File: config.mk
export PLATFORM = sky130hd
export DESIGN_NAME = cmpd_rotreg
export DESIGN_NICKNAME = d
export VERILOG_FILES = /design/src/rtl/cmpd_pkg.sv /design/src/rtl/cmpd_seg_ctr.sv /design/src/rtl/cmpd_rot_unit.sv /design/src/rtl/cmpd_rotreg.sv
export SDC_FILE = /design/constraint.sdc
export NUM_CORES = 1
export LEC_CHECK = 0
export ABC_AREA = 1
export BUFFER_PORTS_ARGS = -buffer_cell sky130_fd_sc_hd__buf_4
export CORE_MARGIN = 2
export CORE_UTILIZATION = 33
export CTS_BUF_LIST = sky130_fd_sc_hd__clkbuf_8
export CTS_CLUSTER_SIZE = 40
export DETAILED_ROUTE_END_ITERATION = 7
export PLACE_DENSITY_LB_ADDON = 0.08
export SYNTH_ARGS = -nofsm -noshare
export SYNTH_HDL_FRONTEND = slang
export SYNTH_HIERARCHICAL = 1
export SYNTH_SLANG_ARGS = --single-unit
File: constraint.sdc
create_clock -name clk -period 4.17 [get_ports clk]
set_clock_uncertainty 0.2 [all_clocks]
set_input_delay 0.834 -clock clk [delete_from_list [all_inputs] [get_ports clk]]
set_output_delay 0.834 -clock clk [all_outputs]
set_load 0.01 [all_outputs]
File: src/rtl/cmpd_pkg.sv
// Package: shared types for the partitioned comparand register.
// Assumes: at most one rotation direction is acted on per cycle.
package cmpd_pkg;

    typedef enum logic [1:0] {
        ROT_HOLD  = 2'd0,
        ROT_RIGHT = 2'd1,
        ROT_LEFT  = 2'd2
    } rot_op_e;

    // Turn the two shift commands into a single rotation request
    function automatic rot_op_e decode_rot(input logic to_msb, input logic to_lsb);
        if (to_msb && !to_lsb)      return ROT_LEFT;
        else if (to_lsb && !to_msb) return ROT_RIGHT;
        else                        return ROT_HOLD;
    endfunction

endpackage

File: src/rtl/cmpd_seg_ctr.sv
// Segment pointer: steps once per access across a window [seg_start..seg_end].
// Assumes: counting is modulo 2**CNT_W, so a start above the end wraps through 0.
module cmpd_seg_ctr #(
    parameter int CNT_W = 2
) (
    input  logic             clk,
    input  logic             rst_n,
    input  logic             step,
    input  logic [CNT_W-1:0] seg_start,
    input  logic [CNT_W-1:0] seg_end,
    output logic [CNT_W-1:0] idx
);

    // Advance on each access, return to the window start after the end
    always_ff @(posedge clk) begin
        if (!rst_n)
            idx <= '0;
        else if (step)
            idx <= (idx == seg_end) ? seg_start : idx + 1'b1;
    end

endmodule

File: src/rtl/cmpd_rot_unit.sv
// Rotation network: rotates bits [P-1:0] by one place, leaves bits >= P alone.
// Assumes: part_width of 0 or above DATA_W selects the full word.
module cmpd_rot_unit
    import cmpd_pkg::*;
#(
    parameter int DATA_W = 64,
    parameter int PW_W   = $clog2(DATA_W + 1)
) (
    input  logic [DATA_W-1:0] din,
    input  logic [PW_W-1:0]   part_width,
    input  rot_op_e           op,
    output logic [DATA_W-1:0] dout
);

    localparam logic [PW_W-1:0] FULL_W = PW_W'(DATA_W);

    logic [PW_W-1:0]   eff_w;
    logic [PW_W-1:0]   top_pos;
    logic [DATA_W-1:0] from_above;
    logic [DATA_W-1:0] from_below;
    logic              top_bit;

    // Clamp the partition width into 1..DATA_W
    assign eff_w   = (part_width == '0 || part_width > FULL_W) ? FULL_W : part_width;
    assign top_pos = eff_w - 1'b1;

    // Fixed neighbour wiring for every bit position
    for (genvar i = 0; i < DATA_W; i++) begin : g_nb
        if (i == DATA_W - 1) begin : g_top
            assign from_above[i] = din[0];
        end else begin : g_mid_a
            assign from_above[i] = din[i+1];
        end
        if (i == 0) begin : g_bot
            assign from_below[i] = din[DATA_W-1];
        end else begin : g_mid_b
            assign from_below[i] = din[i-1];
        end
    end

    // Pick the bit that sits at the partition's top position
    always_comb begin
        top_bit = 1'b0;
        for (int j = 0; j < DATA_W; j++)
            if (PW_W'(j) == top_pos) top_bit = din[j];
    end

    // Rotate inside the partition, pass the rest through
    always_comb begin
        dout = din;
        for (int i = 0; i < DATA_W; i++) begin
            if (PW_W'(i) < eff_w) begin
                unique case (op)
                    ROT_RIGHT: dout[i] = (PW_W'(i) == top_pos) ? din[0] : from_above[i];
                    ROT_LEFT:  dout[i] = (i == 0) ? top_bit : from_below[i];
                    default:   dout[i] = din[i];
                endcase
            end
        end
    end

endmodule

File: src/rtl/cmpd_rotreg.sv
// Top: 64-bit comparand register with segmented access and partition rotation.
// Assumes: DATA_W is a whole multiple of SEG_W; a write outranks any shift.
module cmpd_rotreg
    import cmpd_pkg::*;
#(
    parameter int DATA_W = 64,
    parameter int SEG_W  = 16
) (
    input  logic                                 clk,
    input  logic                                 rst_n,
    input  logic                                 wr_en,
    input  logic [SEG_W-1:0]                     wr_data,
    input  logic                                 rd_en,
    output logic [SEG_W-1:0]                     rd_data,
    input  logic                                 shl,
    input  logic                                 shr,
    input  logic [$clog2(DATA_W+1)-1:0]          part_width,
    input  logic [$clog2(DATA_W/SEG_W)-1:0]      seg_start,
    input  logic [$clog2(DATA_W/SEG_W)-1:0]      seg_end,
    output logic [$clog2(DATA_W/SEG_W)-1:0]      seg_idx,
    output logic [DATA_W-1:0]                    comparand
);

    localparam int NSEG  = DATA_W / SEG_W;
    localparam int CNT_W = $clog2(NSEG);
    localparam int PW_W  = $clog2(DATA_W + 1);

    logic [DATA_W-1:0] key_q;
    logic [DATA_W-1:0] key_rot;
    logic [DATA_W-1:0] key_wr;
    logic [SEG_W-1:0]  seg_view [NSEG];
    rot_op_e           rot_op;

    cmpd_seg_ctr #(.CNT_W(CNT_W)) u_ctr (
        .clk       (clk),
        .rst_n     (rst_n),
        .step      (wr_en | rd_en),
        .seg_start (seg_start),
        .seg_end   (seg_end),
        .idx       (seg_idx)
    );

    assign rot_op = decode_rot(shl, shr);

    cmpd_rot_unit #(.DATA_W(DATA_W), .PW_W(PW_W)) u_rot (
        .din        (key_q),
        .part_width (part_width),
        .op         (rot_op),
        .dout       (key_rot)
    );

    // Slice the register into segments for readback
    for (genvar s = 0; s < NSEG; s++) begin : g_seg
        assign seg_view[s] = key_q[s*SEG_W +: SEG_W];
    end

    // Merge write data into the selected segment
    always_comb begin
        key_wr = key_q;
        for (int s = 0; s < NSEG; s++)
            if (CNT_W'(s) == seg_idx) key_wr[s*SEG_W +: SEG_W] = wr_data;
    end

    // Register update: write first, then rotation
    always_ff @(posedge clk) begin
        if (!rst_n)
            key_q <= '0;
        else if (wr_en)
            key_q <= key_wr;
        else if (rot_op != ROT_HOLD)
            key_q <= key_rot;
    end

    assign rd_data   = seg_view[seg_idx];
    assign comparand = key_q;

endmodule

Yosys cells after proc, flatten, opt, wreduce, memory -nomap -nowiden:

Index checks and enable logic that the tools add are counted.

* $add $sub $neg: 2
* order comparisons: 66
* equality and inequality tests: 75
* muxes and demuxes: 268
* bitwise logic cells: 2
* reductions and logical operators: 139

Operators with widths (count)
* $reduce_and A4 Y1: 63
* $eq A6 B7 Y1 const A: 32
* $lt A6 B7 Y1 const A: 32
* $mux W1: 192
* $reduce_bool A2 Y1: 66
* $mux W64: 2
* $pmux W1 S2: 64
* $eq A5 B7 Y1 const A: 16
* $lt A5 B7 Y1 const A: 16
* $mux W16: 6
* $ne A66 B46 Y1 const B: 1
* $eq A4 B7 Y1 const A: 8
* $lt A4 B7 Y1 const A: 8
* $bmux W16 S2: 1
* $eq A3 B7 Y1 const A: 4
* $lt A3 B7 Y1 const A: 4
* $eq A2 B7 Y1 const A: 2
* $logic_not A7 Y1: 2
* $lt A1 B7 Y1 const A: 2
* $lt A2 B7 Y1 const A: 2
* $ne A2 B1 Y1 const B: 4
* $eq A1 B7 Y1 const A: 1
* $gt A7 B7 Y1 const B: 1
* $mux W7: 1
* other kinds (18): 22

* bits in registers: 66
* bits of input ports: 33
* output and inout bits: 82
* logic and storage cells: 617

Depth between registers and ports, before layout:

Gate-level depths: netlist of the first run.

* depth after elaboration: 73
* depth in mapped cells: 52
* depth with buffers taken out: 52

Modules after synthesis:

The synthesis of the first run kept the hierarchy.

Modules (own cells, without submodules)
* cmpd_rotreg: instances 1, cells an instance 658, area an instance 3841.2 um^2, seq. area each 1281.2 um^2
* cmpd_rot_unit: instances 1, cells an instance 723, area an instance 3430.8 um^2, seq. area each 0.0 um^2
* cmpd_seg_ctr: instances 1, cells an instance 28, area an instance 166.4 um^2, seq. area each 40.0 um^2

Worst setup path after synthesis of the first run:

Ideal clock, no wire load.

* path type: in2reg
* start: input part_width[0]
* end: register key_q[0] (netlist: comparand[0])
* library setup time: 115 ps
* data arrival time: 4157 ps
* data required time: 3855 ps
* slack: -302 ps
* stages: 46
* buffers on the path: 0
* cell sequence: nor2_1 nand2_1 o31ai_4 nand2_1 nand2_1 nand2_1 nor2_2 nand2_1 nand2_1 nand2_2 nor2_1 nand2_1 nand2_1 nand3_1 nand2_1 nand3_1 nand2_1 nand4_1 [10 not listed] nand2_1 nand2_1 nand2_1 nand2_1 nand2_1 nand4_1 nor2_1 nand4_1 nor2_1 nand4_1 nor2_1 nand4_1 nand2_1 a21oi_1 nand2_1 nand2_1 a21oi_1 nor2_1

* longest elaborated chain between the ends: 72
* elaborated cells between the ends (all ways): 141
* those cells by class: add/sub: 1; order compare: 2; eq/ne: 65; mux: 68; reduce/logical: 5

RTL lines
* start, declared: RTL line cmpd_rotreg.sv:17 `input logic [$clog2(DATA_W+1)-1:0] part_width,`
* $gt A7 B7 Y1 / $logic_not A7 Y1 (equally long branches): RTL line cmpd_rot_unit.sv:24 `assign eff_w = (part_width == '0 || part_width > FULL_W) ? FULL_W : part_width;`
* $logic_or A1 B1 Y1: RTL line cmpd_rot_unit.sv:24
* $mux W7 *: RTL line cmpd_rot_unit.sv:24
* $sub A7 B1 Y7 *: RTL line cmpd_rot_unit.sv:25 `assign top_pos = eff_w - 1'b1;`
* $eq A1 B7 Y1: RTL line cmpd_rot_unit.sv:45 `if (PW_W'(j) == top_pos) top_bit = din[j];`
* $mux W1 (62 in series): RTL line cmpd_rot_unit.sv:45
* $mux W1 *: RTL line cmpd_rot_unit.sv:45
* $pmux W1 S2 *: RTL line cmpd_rot_unit.sv:53 `unique case (op)`
* $mux W1 *: RTL line cmpd_rot_unit.sv:52 `if (PW_W'(i) < eff_w) begin`
* named net key_rot[0]: RTL line cmpd_rotreg.sv:29 `logic [DATA_W-1:0] key_rot;`
* $mux W64 *: RTL line cmpd_rotreg.sv:70 `else if (rot_op != ROT_HOLD)`
* $mux W64 *: RTL line cmpd_rotreg.sv:68 `else if (wr_en)`
* end signal, assigned: RTL line cmpd_rotreg.sv:69 `key_q <= key_wr;`
* end signal, assigned: RTL line cmpd_rotreg.sv:71 `key_q <= key_rot;`
* end, declared: RTL line cmpd_rotreg.sv:28 `logic [DATA_W-1:0] key_q;`

Mark *: on every way through the listed nets, which the timed path passes. The rest lies on a longest branch. The select of a mux whose other input is x is not followed.
A chain may end at the register's enable or synchronous reset.

Final worst setup path of the first run:

* start: input part_width[6]
* end: register key_q[0] (netlist: comparand[0])

Same word-level chain as after synthesis.

==> results of run 1 <==
-- kinds of logic (layout without fill, tap and decap cells) --
group	Yosys count	in the layout	synth area share
other cells	0	2	0
compound gates	336	336	0.254
fa+ha+maj	4	4	0.00673
xor+xnor	1	1	0.00118
buf+inv	246	462	0.135
flops	66	66	0.178
simple gates	756	756	0.426
-- cells in the final DEF (no fill, tap or decap), types with 3 or more instances in the layout --
cell and n:
a21oi_1 173, a22oi_1 31, a31oi_1 35, buf_4 269, clkbuf_8 10, clkinv_1 4
dfxtp_1 66, ha_1 3, inv_1 151, inv_2 19, inv_4 3, nand2_1 395
nand2_2 16, nand2_4 7, nand3_1 74, nand3_2 5, nand3b_1 6, nand4_1 20
nor2_1 203, nor2_2 10, nor2_4 8, nor3_1 4, o211ai_1 18, o21ai_0 66
-- worst max path at each step --
stage / end / slack (ps) / cells after the start
6_report: comparand[0] / -800 / 40
5_1_grt: comparand[0] / -1290 / 51
4_1_cts: comparand[0] / -720 / 52
3_5_place_dp: comparand[0] / -1140 / 51
3_3_place_gp: comparand[0] / -1050 / 51
2_1_floorplan: comparand[0] / -240 / 46
-- timing repair --
action / CTS / global route
pin swaps: 6 / 18
setup endpoints to repair: 1 / 1
setup buffers: 0 / 1
resized for setup: 9 / 11
hold buffers: 0 / 0
gates cloned: 0 / 0
-- layer usage --
| layer | global-route usage | up-vias | share of wire |
|---|---|---|---|
| li1 | - | 5011 | - |
| met1 | 0.465 | 4888 | 0.44 |
| met2 | 0.545 | 439 | 0.44 |
| met3 | 0.0552 | 83 | 0.073 |
| met4 | 0.139 | 0 | 0.045 |
| met5 | 0 | - | 0 |
-- per-stage QoR --
| stage | hold slack [ps] | area [um^2] | setup WS [ps] |
|---|---|---|---|
| after floorplan | 358 | 7470 | -241 |
| after global placement | 428 | 9520 | -1050 |
| after detailed placement | 427 | 9520 | -1140 |
| after CTS | 443 | 9770 | -723 |
| after global routing | 470 | 9830 | -1290 |
| final | 439 | 9830 | -795 |
-- flip-flops by register name, summed over array words and instances (netlist names) --
signal	cells
u_ctr/idx	2
comparand	64
-- power by group through the flow --
stage | Sequential, uW | Combinational [uW] | Clock (uW)
2_1_floorplan | 858 | 740 | 0
3_3_place_gp | 861 | 1380 | 0
3_5_place_dp | 861 | 1380 | 0
4_1_cts | 847 | 1390 | 690
5_1_grt | 859 | 1540 | 714
6_report | 849 | 1410 | 682
-- area by class of cell --
| type | count | area share |
|---|---|---|
| multi-input cells | 1097 | 0.533 |
| clock inverters | 6 | 0.00916 |
| flip-flops and latches | 66 | 0.134 |
| well taps | 280 | 0.0356 |
| clock buffers | 10 | 0.0140 |
| inverters | 177 | 0.0683 |
| diodes | 2 | 0.000509 |
| repair buffers | 269 | 0.205 |
-- critical path: cells and delay by family --
| family | cells | cell delay (ps) |
|---|---|---|
| buffers and inverters | 4 | 570 |
| AOI/OAI and AO/OA | 2 | 170 |
| and+or+nand+nor | 34 | 3450 |
==> results.md, run 1 <==
* Max FO, Critical Path at 5
* Register area share after synthesis at 0.178
* Worst R2R Path Depth at 46
* Number of distinct library cells after synthesis at 42
* Combinational share of power at 0.480
* Reg clk slew, reported paths at 100 ps
* Vias at roughly 10000
* Synthesized area at approximately 0.0074 mm^2
* Top post-synthesis cells by count: nand2_1 (406), nor2_1 (210), a21oi_1 (174)
* Worst path slowest cell: nor3_1
* Total gr overflow at 0
* Dominant cells by area after synthesis: nand2_1 (20%), dfxtp_1 (18%), a21oi_1 (12%)
* Worst path required time at 4250 ps
* Synth-to-Final Area Change at 32.2%
* Die height at 154 um
* Post-synth top area cell: nand2_1
* Placed instance count at 1888
* Crit. End Element: flip-flop
* Pwr Density at between 200 and 300 mW/mm^2
* Largest net degree at the start of global routing at 74
* Overall Power at 2940 uW
* H-Tree Depth at 3
* CP most frequent cell: nand2_1
* Vias/cell at ~5.5
* FFs w/ async S/R, synth at 0
* Total wire length at slightly above 40000 um
* TritonCTS Buffers at 9
* CTS tree: done
* Hold depth at 4
* Final cell utilization of the core at 0.448
* LEAKAGE at just under 0.005 uW
* Non-Filler Instances at approximately 1900
* Most frequent cell after synthesis: nand2_1
* Worst vdd ir at around 0.00019 V
* First-pass GRT wire length at 61000 um
* Critical Path Source: part_width[6]
* Least-Margin Pin Slew at ~990 ps
* Max Clock Freq at ~0.2 GHz
* Slew Viols, Final at 0
* Die Width at around 150 um
* Biggest cell delay along the critical path at between 500 and 600 ps
* Failing checks: setup timing
* EDFF count, synth at 0
* Initial antenna violation count at 1
* Syn nets at approximately 1400
* # IOs at 115
* ANT nets after route at 0
* Switching Fraction at 0.459
* Placeable Area at between 0.02 and 0.025 mm^2
* Int Pwr at ~1600 uW
* Placer Congestion at a little over 1
* Hold Startpoint: comparand[17]
* Worst Hold Endpoint: comparand[17]
* Nets at about 1700
* Maxcap violations at 0
* Routed WL per cell at 21.7 um
* Yosys warning count at 6
* Max_slew headroom at 0.340
* Syn avg cell area at approximately 5.3 um^2
* Port Buffers at between 100 and 150
* Initial DRT Pass Iterations at 5
* Final Setup Violations at 1
* Status: complete, but fails checks
* Worst EP arrival at about 5000 ps
* Area occupied by multi-input gates at roughly 0.0052 mm^2
* Fill cells at 2507
* Fin. Hold Viols at 0
* Tmin final at approximately 5000 ps
* Final worst slack at -795 ps
* CTS max path bufs at 2
* Fin crit share at 1.19
* Share of layout cells above drive strength 1 at 0.222
* Clock network fraction of design power at 0.232
* GRT Total Usage at 0.344
* Die area at 0.0238 mm^2
* FF+latch count, synth at 66
* HP Class: flip-flop to flip-flop
* Worst R2R Setup Slack at 0 ps
* DP Wirelength at about 31000 um
* Psw at 1350 uW
* Root Buffer: clkbuf_8
* Seq. cell area at roughly 0.0013 mm^2
* RSZ-0062 raised after global routing: yes
* Sequential share of power at 0.288
* Vias in the first global route at 9457
* Reg2reg start: comparand[0]
* Setup TNS Final at -795 ps
* FF-to-FF End: comparand[0]
* Initial Util at 0.339
* DRC at 0
* DRT iter0 DRCs at 1018
* Synth top area share at 0.205
* Clock Latency Late Sink at around 380 ps
* Top_reg_cell synth: dfxtp_1
* CP Class: primary input to flip-flop
* Row count at 54
* Clock Sinks at 66
* Mapped Cells at between 1000 and 1500
* CP Launch Type: primary input
(Power assumes the default switching activity.)
==> inputs of run 2 (changes only) <==
--- a/config.mk
+++ b/config.mk
@@ -5,7 +5,6 @@
 export SDC_FILE = /design/constraint.sdc
 export NUM_CORES = 1
 export LEC_CHECK = 0
-export ABC_AREA = 1
 export BUFFER_PORTS_ARGS = -buffer_cell sky130_fd_sc_hd__buf_4
 export CORE_MARGIN = 2
 export CORE_UTILIZATION = 33
==> results.md, run 2 <==
* Multiplexer share of the synthesized area at 0.161
* FFs w/ async S/R, synth at 0
* ANT nets after route at 0
* Root Buffer: clkbuf_8
* First-pass GRT wire length at roughly 62000 um
* Least-Margin Pin Slew at 1140 ps
* Die Width at about 160 um
* GRT Total Usage at 0.345
* Cts-stage hold buffer count at 0
* Max_slew headroom at 0.238
* Setup TNS Final at 0 ps
* FF+latch count, synth at 66
* Total gr overflow at 0
* Top_reg_cell synth: dfxtp_1
* Routing usage on met1 at 0.470
* Total wire length at ~43000 um
* Dominant cells by area after synthesis: dfxtp_1 (17%), o31ai_1 (9.0%), mux2i_1 (8.3%)
* DP Wirelength at roughly 31000 um
* Most frequent cell after synthesis: a21oi_1
* Number of distinct library cells after synthesis at between 80 and 90
* Pwr Density at about 340 mW/mm^2
* Simple-gate share of the synthesized area at 0.176
* Synth-to-Final Area Change at 19.9%
* Nets at roughly 1200
* PostCTS Resize Cnt at 0
* Largest family of logic cells by synthesized area: compound AO/OA/AOI/OAI gates
* Fin crit share at 0.824
* Commonest non-fill, non-tap cells in the layout: buf_4 (182), a21oi_1 (109), o31ai_1 (93), nand2_1 (92), o21ai_0 (82)
* Commonest non-fill, non-tap cell in the layout: buf_4
* CTS tree: done
* CTS max path bufs at 2
* Adder-Cell Fraction of Synth Area at 0.00648
* Post-synth top area cell: dfxtp_1
* EDFF count, synth at 0
* TritonCTS Buffers at 9
* Syn nets at between 1000 and 1500
* Share of layout cells above drive strength 1 at 0.255
* Initial DRT Pass Iterations at 6
* Yosys warning count at 6
* Clock Sinks at 66
* Row count at 55
* Largest register FFs at 64
* Non-Filler Instances at 1437
* Ant. Diodes at 0
* # IOs at 115
* Syn avg cell area at 7.52 um^2
* DRC at 0
* Reg clk slew, reported paths at approximately 90 ps
* Register area share after synthesis at 0.171
* Worst vdd ir at 0.000177 V
* Met2 Use GR at 0.550
* Max FO, Critical Path at 26
* Initial Util at 0.339
* Worst path required time at around 4300 ps
* Tmin final at around 3400 ps
* Vias at 9296
* Final Setup Violations at 0
* Clock Latency Late Sink at 400 ps
* Vias/cell at 6.47
* LEAKAGE at roughly 0.0036 uW
* Vias in the first global route at between 8000 and 9000
* Top post-synthesis cells by count: a21oi_1 (109), o31ai_1 (93), nand2_1 (92)
* DRT iter0 DRCs at 1144
* Placer Congestion at slightly above 1
* Placed instance count at between 1000 and 1500
* Initial antenna violation count at 0
* H-Tree Depth at 3
* Hold Slack at 495 ps
* RSZ-0062 raised after global routing: no
* Placeable Area at about 0.023 mm^2
* CP Class: primary input to flip-flop
* Fin. Hold Viols at 0
* CP Launch Type: primary input
* Port Buffers at between 100 and 150
* Synthesized area at 0.00772 mm^2
* Largest net degree at the start of global routing at 67
* Worst EP arrival at between 3000 and 4000 ps
* Maxcap violations at 0
* M3 GR Usage at 0.0501
* Synth top area share at 0.171
* Status: complete, no violations
* HP Class: flip-flop to flip-flop
* Slew Viols, Final at 0
* Die height at 157 um
* Crit. End Element: flip-flop
* Postcts setup bufs at 0
* Post-Synth XOR/XNOR Area at 0.00340
* Max Clock Freq at 0.291 GHz
* Top Usage Layer GRT: met2
* Mapped Cells at approximately 1000
* Die area at 0.0246 mm^2
* Complex-gate fraction of the synthesized area at 0.397
* Routed WL per cell at 29.9 um
==> run 2: cell count changes in the layout (fill, tap and decap cells not counted), sizes merged, moves of 18 or more <==
| cell | delta |
|---|---|
| nand2 | -328 |
| mux2 | +18 |
| mux2i | +65 |
| a21oi | -36 |
| nor2 | -153 |
| nand3 | -58 |
| buf | -84 |
| inv | -148 |
| o31ai | +92 |
==> run 2: cell type report <==
class / instances / area [um^2]
Inverter: 24 / 90.1
Clock buffer: 9 / 124
Multi-Input combinational cell: 833 / 5760
Clock inverter: 7 / 141
Tap cell: 313 / 392
Sequential cell: 66 / 1320
Timing Repair Buffer: 185 / 1430
Fill cell: 2445 / 13500
==> run 2: metrics by stage <==
step           instance area [um^2]  setup slack, ps   util  total power, uW
6_report                       9250              733  0.406             3120
5_1_grt                        9250              559  0.406             3250
4_1_cts                        9250              797  0.406             3110
3_5_place_dp                   8990              407  0.395             2300
3_3_place_gp                   8990              325  0.395             2300
2_1_floorplan                  7720             1010      -             1670
==> run 2: worst paths after layout <==
check	from	endpoint	depth (start not counted)	slack, ps
setup / recovery	part_width[6]	comparand[0]	12	730
hold / removal	comparand[24]	comparand[24]	2	490
hold reg to reg	comparand[24]	comparand[24]	2	490
setup reg to reg	u_ctr/idx[0]	comparand[18]	5	1310
==> run 2: kinds of logic after synthesis <==
kind of cell / Yosys count
multiplexers: 99
AND/OR/NAND/NOR: 269
AO/OA/AOI/OAI: 458
buffers and inverters: 127
adder cells (fa/ha/maj): 4
flip-flops: 66
XOR/XNOR: 3
==> run 2: routing by layer <==
layer	share of wire	wire length, um
met2	0.45	19500
met4	0.038	1640
met3	0.073	3140
met1	0.44	18800
met5	0	0
==> run 2: worst max-delay path: stages <==
cell,delay [ps]
buf_4,220
buf_4,220
nor3_1,500
nand2_1,190
o22ai_1,160
nor3_1,70
o22ai_1,330
o221ai_1,280
a22o_1,310
a31oi_1,190
mux2i_1,90
a21oi_1,140
==> run 2: where the power goes <==
group	internal [uW]	total, uW	switching, uW
clock network	460	801	341
logic	569	1340	766
registers	715	981	266
